## src/rtl/pipe_hazard_pkg.sv

```systemverilog
package pipe_hazard_pkg;
  timeunit 1ns;
  timeprecision 1ps;

  // Operand source chosen for an execute operand
  typedef enum logic [1:0] {
    FWD_RF  = 2'd0,
    FWD_MEM = 2'd1,
    FWD_WB  = 2'd2
  } fwd_sel_e;

  // Valid bits of the pipeline registers after fetch
  typedef struct packed {
    logic dec;
    logic exe;
    logic mem;
    logic wb;
  } stage_vld_t;
endpackage

```

## src/rtl/ph_fwd_select.sv

```systemverilog
module ph_fwd_select
  import pipe_hazard_pkg::*;
#(
  parameter int AW = 5
) (
  input  logic          clk,
  input  logic          rst_n,
  input  logic [AW-1:0] src,
  input  logic          mem_v,
  input  logic          mem_wen,
  input  logic [AW-1:0] mem_rd,
  input  logic          wb_v,
  input  logic          wb_wen,
  input  logic [AW-1:0] wb_rd,
  output fwd_sel_e      sel
);
  timeunit 1ns;
  timeprecision 1ps;

  localparam logic [AW-1:0] ZERO_REG = '0;

  logic mem_hit;
  logic wb_hit;

  always_comb begin
    mem_hit = mem_v & mem_wen & (mem_rd != ZERO_REG) & (mem_rd == src);
    wb_hit  = wb_v & wb_wen & (wb_rd != ZERO_REG) & (wb_rd == src);
    if (mem_hit)     sel = FWD_MEM;
    else if (wb_hit) sel = FWD_WB;
    else             sel = FWD_RF;
  end


  zero_src_chk: assert property (@(posedge clk) disable iff (!rst_n)
    (src == ZERO_REG) |-> (sel == FWD_RF));


  dead_wb_chk: assert property (@(posedge clk) disable iff (!rst_n)
    (sel == FWD_WB) |-> (wb_v && wb_wen));
endmodule

```

## src/rtl/ph_hazard_detect.sv

```systemverilog
module ph_hazard_detect #(
  parameter int AW = 5
) (
  input  logic          clk,
  input  logic          rst_n,
  input  logic          dec_v,
  input  logic          exe_v,
  input  logic          mem_v,
  input  logic          fetch_req,
  input  logic [AW-1:0] dec_rs1,
  input  logic [AW-1:0] dec_rs2,
  input  logic [AW-1:0] exe_rd,
  input  logic          exe_wen,
  input  logic          exe_load,
  input  logic          exe_br_taken,
  input  logic          mem_access,
  output logic          fetch_gnt,
  output logic          mem_gnt,
  output logic          fetch_take,
  output logic          redirect,
  output logic          hold
);
  timeunit 1ns;
  timeprecision 1ps;

  localparam logic [AW-1:0] ZERO_REG = '0;

  logic load_use;
  logic port_busy;
  logic port_clash;

  always_comb begin
    load_use   = dec_v & exe_v & exe_load & exe_wen & (exe_rd != ZERO_REG)
               & ((exe_rd == dec_rs1) | (exe_rd == dec_rs2));
    port_busy  = mem_v & mem_access;
    port_clash = fetch_req & port_busy;
    redirect   = exe_v & exe_br_taken;
    hold       = ~redirect & (load_use | port_clash);
    mem_gnt    = port_busy;
    fetch_gnt  = fetch_req & ~port_busy;
    fetch_take = fetch_gnt & ~hold & ~redirect;
  end


  port_excl_chk: assert property (@(posedge clk) disable iff (!rst_n)
    !(fetch_gnt && mem_gnt));


  clash_stall_chk: assert property (@(posedge clk) disable iff (!rst_n)
    (fetch_req && mem_v && mem_access && !redirect) |-> (hold && !fetch_take));


  redirect_prio_chk: assert property (@(posedge clk) disable iff (!rst_n)
    redirect |-> (!hold && !fetch_take));
endmodule

```

## src/rtl/ph_valid_pipe.sv

```systemverilog
module ph_valid_pipe
  import pipe_hazard_pkg::*;
(
  input  logic       clk,
  input  logic       rst_n,
  input  logic       fetch_take,
  input  logic       hold,
  input  logic       flush,
  output stage_vld_t vld
);
  timeunit 1ns;
  timeprecision 1ps;

  stage_vld_t vld_q;
  stage_vld_t vld_d;
  logic       dec_en;

  always_comb begin
    dec_en    = ~hold;
    vld_d.dec = fetch_take;
    vld_d.exe = vld_q.dec & ~(hold | flush);
    vld_d.mem = vld_q.exe;
    vld_d.wb  = vld_q.mem;
  end

  always_ff @(posedge clk or negedge rst_n) begin
    if (!rst_n) begin
      vld_q <= '0;
    end else begin
      if (dec_en) vld_q.dec <= vld_d.dec;
      vld_q.exe <= vld_d.exe;
      vld_q.mem <= vld_d.mem;
      vld_q.wb  <= vld_d.wb;
    end
  end

  assign vld = vld_q;


  hold_bubble_chk: assert property (@(posedge clk) disable iff (!rst_n)
    hold |=> (!vld.exe && (vld.dec == $past(vld.dec))));


  squash_chk: assert property (@(posedge clk) disable iff (!rst_n)
    flush |=> (!vld.dec && !vld.exe));


  advance_chk: assert property (@(posedge clk) disable iff (!rst_n)
    vld.mem |=> vld.wb);


  capture_chk: assert property (@(posedge clk) disable iff (!rst_n)
    fetch_take |=> vld.dec);
endmodule

```

## src/rtl/pipe_hazard_unit.sv

```systemverilog
module pipe_hazard_unit
  import pipe_hazard_pkg::*;
#(
  parameter int REG_AW = 5
) (
  input  logic              clk,
  input  logic              rst_n,
  input  logic              fetch_req,
  input  logic [REG_AW-1:0] dec_rs1,
  input  logic [REG_AW-1:0] dec_rs2,
  input  logic [REG_AW-1:0] exe_rs1,
  input  logic [REG_AW-1:0] exe_rs2,
  input  logic [REG_AW-1:0] exe_rd,
  input  logic              exe_wen,
  input  logic              exe_load,
  input  logic              exe_br_taken,
  input  logic [REG_AW-1:0] mem_rd,
  input  logic              mem_wen,
  input  logic              mem_access,
  input  logic [REG_AW-1:0] wb_rd,
  input  logic              wb_wen,
  output logic [1:0]        fwd_a,
  output logic [1:0]        fwd_b,
  output logic              fetch_gnt,
  output logic              mem_gnt,
  output logic              fetch_take,
  output logic              pc_redirect,
  output logic              dec_hold,
  output logic              exe_bubble,
  output logic              dec_flush,
  output logic              dec_valid,
  output logic              exe_valid,
  output logic              mem_valid,
  output logic              wb_valid
);
  timeunit 1ns;
  timeprecision 1ps;

  localparam int NUM_SRC = 2;

  stage_vld_t        vld;
  logic              hold;
  logic              redirect;
  logic              take;
  logic [REG_AW-1:0] src_reg [NUM_SRC];
  fwd_sel_e          src_sel [NUM_SRC];

  assign src_reg[0] = exe_rs1;
  assign src_reg[1] = exe_rs2;

  for (genvar g = 0; g < NUM_SRC; g++) begin : g_src
    ph_fwd_select #(.AW(REG_AW)) u_sel (
      .clk     (clk),
      .rst_n   (rst_n),
      .src     (src_reg[g]),
      .mem_v   (vld.mem),
      .mem_wen (mem_wen),
      .mem_rd  (mem_rd),
      .wb_v    (vld.wb),
      .wb_wen  (wb_wen),
      .wb_rd   (wb_rd),
      .sel     (src_sel[g])
    );
  end

  ph_hazard_detect #(.AW(REG_AW)) u_detect (
    .clk          (clk),
    .rst_n        (rst_n),
    .dec_v        (vld.dec),
    .exe_v        (vld.exe),
    .mem_v        (vld.mem),
    .fetch_req    (fetch_req),
    .dec_rs1      (dec_rs1),
    .dec_rs2      (dec_rs2),
    .exe_rd       (exe_rd),
    .exe_wen      (exe_wen),
    .exe_load     (exe_load),
    .exe_br_taken (exe_br_taken),
    .mem_access   (mem_access),
    .fetch_gnt    (fetch_gnt),
    .mem_gnt      (mem_gnt),
    .fetch_take   (take),
    .redirect     (redirect),
    .hold         (hold)
  );

  ph_valid_pipe u_vpipe (
    .clk        (clk),
    .rst_n      (rst_n),
    .fetch_take (take),
    .hold       (hold),
    .flush      (redirect),
    .vld        (vld)
  );

  assign fwd_a       = src_sel[0];
  assign fwd_b       = src_sel[1];
  assign fetch_take  = take;
  assign pc_redirect = redirect;
  assign dec_flush   = redirect;
  assign dec_hold    = hold;
  assign exe_bubble  = hold;
  assign dec_valid   = vld.dec;
  assign exe_valid   = vld.exe;
  assign mem_valid   = vld.mem;
  assign wb_valid    = vld.wb;


  fwd_mem_live_chk: assert property (@(posedge clk) disable iff (!rst_n)
    (fwd_a == 2'd1) |-> (mem_valid && mem_wen));


  squash_vs_stall_chk: assert property (@(posedge clk) disable iff (!rst_n)
    pc_redirect |-> (!dec_hold && !exe_bubble));


  retire_chk: assert property (@(posedge clk) disable iff (!rst_n)
    !mem_valid |=> !wb_valid);
endmodule

```

## config.mk

```make
export PLATFORM = sky130hd
export DESIGN_NAME = pipe_hazard_unit
export DESIGN_NICKNAME = d
export VERILOG_FILES = /design/src/rtl/pipe_hazard_pkg.sv /design/src/rtl/ph_fwd_select.sv /design/src/rtl/ph_hazard_detect.sv /design/src/rtl/ph_valid_pipe.sv /design/src/rtl/pipe_hazard_unit.sv
export SDC_FILE = /design/constraint.sdc
export NUM_CORES = 1
export LEC_CHECK = 0
export BUFFER_PORTS_ARGS = -buffer_cell sky130_fd_sc_hd__buf_4
export CAP_MARGIN = 20
export CORE_MARGIN = 4
export CORE_UTILIZATION = 40
export CTS_CLUSTER_SIZE = 14
export DETAILED_ROUTE_END_ITERATION = 16
export GPL_TIMING_DRIVEN = 0
export PLACE_DENSITY = 0.85
export SLEW_MARGIN = 20
export SYNTH_ARGS = -nofsm -noshare
export SYNTH_HDL_FRONTEND = slang
export SYNTH_HIERARCHICAL = 1
export SYNTH_SLANG_ARGS = --single-unit
```

## constraint.sdc

```tcl
create_clock -name clk -period 2.3 [get_ports clk]
set_input_delay 0 -clock clk [delete_from_list [all_inputs] [get_ports clk]]
set_output_delay 0 -clock clk [all_outputs]
set_load 0.005 [all_outputs]
```

---- After elaboration in Yosys (flattened, before gate mapping) ----
Cells that the tools add are included.
storage, ports and cells
  register bits after elaboration ......... 4
  input bits .............................. 44
  output and inout port bits .............. 15
  word-level logic and storage cells ...... 45
operators by class
  equal/unequal tests ..................... 6
  multiplexer cells ....................... 4
  bitwise operators ....................... 28
  reduce and logical (&&, ||, !) cells .... 3
operator list
  cell                 number
  5-bit equality test  6
  1-bit bitwise AND    21
  5-bit nonzero test   3
  2-bit two-way mux    4
  1-bit inverter       4
  1-bit OR             3

---- Depth between registers and ports, before layout ----
  depth in word-level cells ............... 10
  gate-level depth with buffers ........... 6
  gate-level depth less buffers ........... 5

---- By module ----
Netlist, hierarchy kept.
by module, submodules not included
  module            instances  cells each  area each (µm²)
  ph_fwd_select     2          20          165.2
  ph_hazard_detect  1          28          175.2
  ph_valid_pipe     1          8           137.6
  pipe_hazard_unit  1          2           15.0

---- Worst setup path after synthesis ----
OpenSTA, ideal clock, no wires.
  path type ............................... register to register
  from .................................... reg u_vpipe.vld_q, in the netlist u_vpipe/vld[2]
  to ...................................... reg u_vpipe.vld_q, in the netlist u_vpipe/vld[3]
  library setup time ...................... 0.125 ns
  data arrival time ....................... 1.245 ns
  data required time ...................... 2.175 ns
  path slack .............................. 0.930 ns
  stages on the path, launching flop included .. 7
  path through ............................ dfrtp_1 buf_4 nand2_1 inv_1 nor2_1 a32o_1 mux2_4
between the ends
  elaborated cells on any way between the ends .. 12
RTL lines
  item                             line                    RTL
  from (decl)                      ph_valid_pipe.sv:14     stage_vld_t vld_q;
  1-bit bitwise AND (*)            ph_hazard_detect.sv:37  redirect = exe_v & exe_br_taken;
  named net dec_flush              pipe_hazard_unit.sv:30  output logic dec_flush,
  1-bit inverter (*)               ph_hazard_detect.sv:38  hold = ~redirect & (load_use | port_clash);
  1-bit bitwise AND (*)            ph_hazard_detect.sv:38
  named net dec_hold               pipe_hazard_unit.sv:28  output logic dec_hold,
  1-bit inverter                   ph_hazard_detect.sv:41  fetch_take = fetch_gnt & ~hold & ~redirect;
  1-bit bitwise AND (2 in series)  ph_hazard_detect.sv:41
The timed path passes the listed nets; every way through them passes the cells marked *.
A chain may end at the register's enable or synchronous reset.

---- Final worst setup path ----
  from .................................... reg u_vpipe.vld_q, in the netlist u_vpipe/vld[1]
  to ...................................... out fwd_b[0]
between the ends
  longest elaborated chain between the ends .. 4
RTL lines
  item                              line                    RTL
  1-bit bitwise AND (3 in series)   ph_fwd_select.sv:26     mem_hit = mem_v & mem_wen & (mem_rd != ZERO_REG) & (mem_rd == src);
  named net g_src[1].u_sel.mem_hit  ph_fwd_select.sv:22     logic mem_hit;
  2-bit two-way mux                 ph_fwd_select.sv:28     if (mem_hit) sel = FWD_MEM;
  to (decl)                         pipe_hazard_unit.sv:23  output logic [1:0] fwd_b,
The timed path passes the listed nets, and every way through them passes these cells.

==> qor.txt <==
final WL: 2.20 mm
clk sinks: 4
CP max FO: 4
IO buf count: 58
# diodes: 0
CP max stage cell: a2111oi_2
synth-to-layout area growth: 74.1%
Area contributors post-synth: xnor2_1 (32%), dfrtp_1 (15%), buf_4 (6.8%)
Syn Area/Cell: 8.44 µm²
IO Pins: 59
Crit Path Class: reg2out
PwrDens: 352 mW/mm²
die area: 0.00236 mm²
Syn Inst Count: 78
Critical Path Most Common Cell: buf_4
cell taking the most area after synthesis: xnor2_1
Cell Rows: 14
DP Worst Slack: 0.845 ns
Max Cap Violations: 0
Final min period: 1.55 ns
mapped cell area: 658 µm²
fmax: 645 MHz
worst setup margin: 0.749 ns
Slew Viols, Final: 0
yosys warns: 6
placed instance count: 152
Worst Path Required: 2.30 ns
slowest stage delay, CP: 0.47 ns
Slew @ Worst Pin: 0.422 ns
Post-DP HPWL: 1.88 mm
DR vias: 811
clock skew: 0.00627 ns
most common cell after layout, fill and taps aside: buf_4
initial antenna violation count: 0
register area share after synthesis: 15.2%
clock root cell: clkbuf_4
H-tree depth: 1
Starting Density: 43.2%
largest net degree at the start of global routing: 5
CP Buf/Inv Count: 3
Post-CTS Setup Inserts: 0
status: completed
Reg2Reg Depth: 6
nature of the critical path endpoint: output port
Crit path depth: 5
Hold Path Class: in2async
first-pass GRT wire length: 3.66 mm
total CTS buffers: 3
Seq. cell area: 100 µm²
Die Span X: 48.6 µm
Util after Layout: 75.2%
Clk Latency, worst-skew pair: 0.23 ns
vias in the first global route: 886
commonest non-fill, non-tap cells in the layout: buf_4 (64), xnor2_1 (24), nand2_1 (5)
Reg clk slew, reported paths: 0.04 ns
CTS max path bufs: 2
vias per cell: 5.20
# fillers: 132
RSZ-0062 raised after global routing: no
gp weighted congestion: 0.868
final hold viol count: 0
area of the multi-input gates: 490 µm²
peak supply drop: 0.000430 V
nets: 186
cell chain of the critical path: buf_4, o211ai_1, a2111oi_2, buf_4, buf_4
total grt overflow: 0
Remaining DRCs: 0
max reg flops: 4
final setup TNS: 0 ns
post-synth cell types: 24
Non-Filler Instances: 156
Final setup viols: 0
ratio of cells with drive above 1 in the final layout: 52.9%
post-cts resize count: 0
DR iter-0 viols: 3
leak pwr: 0.524 nW
Tot GR Track Use: 18.8%
Yosys top cell area share: 31.9%
Post-Syn Nets: 122
Slew headroom: 71.8%
final period utilization: 67.4%
Crit path arrival time: 1.55 ns
post-route ant nets: 0
family with the most delay on the worst path: compound AO/OA/AOI/OAI gates
Core ar.: 0.00152 mm²
Wirelength per Cell: 14.1 µm
die height: 48.6 µm
crit path launch type: flop
Min Hold Slack: 0.0947 ns
register bit total from synthesis: 4
DR pass1 iterations: 4
CTS tree: built
## per-stage QoR
step / area (µm²) / total power [mW]
floorplan: 658 / 0.187
global placement: 1110 / 0.311
detailed placement: 1110 / 0.316
CTS: 1150 / 0.410
global route: 1150 / 0.442
finish: 1150 / 0.404
## where the power goes
part | switching [mW] | internal, mW
clock network | 0.0268 | 0.0582
logic | 0.0924 | 0.135
registers | 0.00891 | 0.0826
total | 0.128 | 0.276
## metal layers
metal / track usage, % / part of all wire, % / vias up / wire [µm]
met1: 18.1 / 36 / 350 / 787
met3: 10.7 / 14 / 5 / 314
met2: 33.9 / 48 / 55 / 1060
met4: 4.48 / 1.8 / 0 / 40
li1: - / - / 401 / -
met5: 0 / 0 / - / 0
## cells by family (layout without fill, tap and decap cells)
| family | count (synthesis) | count (layout) | synth area share [%] |
|---|---|---|---|
| flip-flops | 4 | 4 | 15.2 |
| XOR/XNOR | 26 | 26 | 34.6 |
| buffers and inverters | 12 | 74 | 10.3 |
| AND/OR/NAND/NOR | 21 | 21 | 17.7 |
| AO/OA/AOI/OAI | 14 | 14 | 20.0 |
| multiplexers | 1 | 1 | 2.28 |
## worst paths after layout
check / end / slack, ns / from
setup / recovery: fwd_b[0] / 0.75 / u_vpipe/vld[1]
hold / removal: u_vpipe/vld[3] / 0.09 / rst_n
setup reg to reg: u_vpipe/vld[3] / 0.81 / u_vpipe/vld[2]
hold reg to reg: u_vpipe/vld[1] / 0.38 / u_vpipe/vld[2]
max in group asynchronous: u_vpipe/vld[1] / 2.10 / rst_n
min in group clk: u_vpipe/vld[2] / 0.19 / exe_br_taken
## what timing repair did
item | CTS | global route
setup endpoints to repair | 0 | 0
endpoints found under the hold margin | 4 | 0
hold buffers | 1 | 0
## cell type report
class                   instances  area share (%)
multi-input cells              62            42.8
repair buffers                 59            38.9
flip-flops and latches          4            8.73
plain buffers                   6            3.93
clock buffers                   3            1.97
inverters                       6            1.97
well taps                      16            1.75
## Yosys cell counts, drive strengths merged
cell / number
dfrtp: 4
nand2: 5
o41ai: 2
o22ai: 1
a2111oi: 2
nor3: 3
o2111ai: 2
mux2: 1
a21oi: 2
clkinv: 4
inv: 2
xnor2: 24
nor4: 2
nor3b: 1
xor2: 2
and2: 1
o21ai: 2
a32o: 1
nand3: 4
buf: 6
o211ai: 2
nor2: 2
nand4: 3
Power figures use the tool's default switching activity.
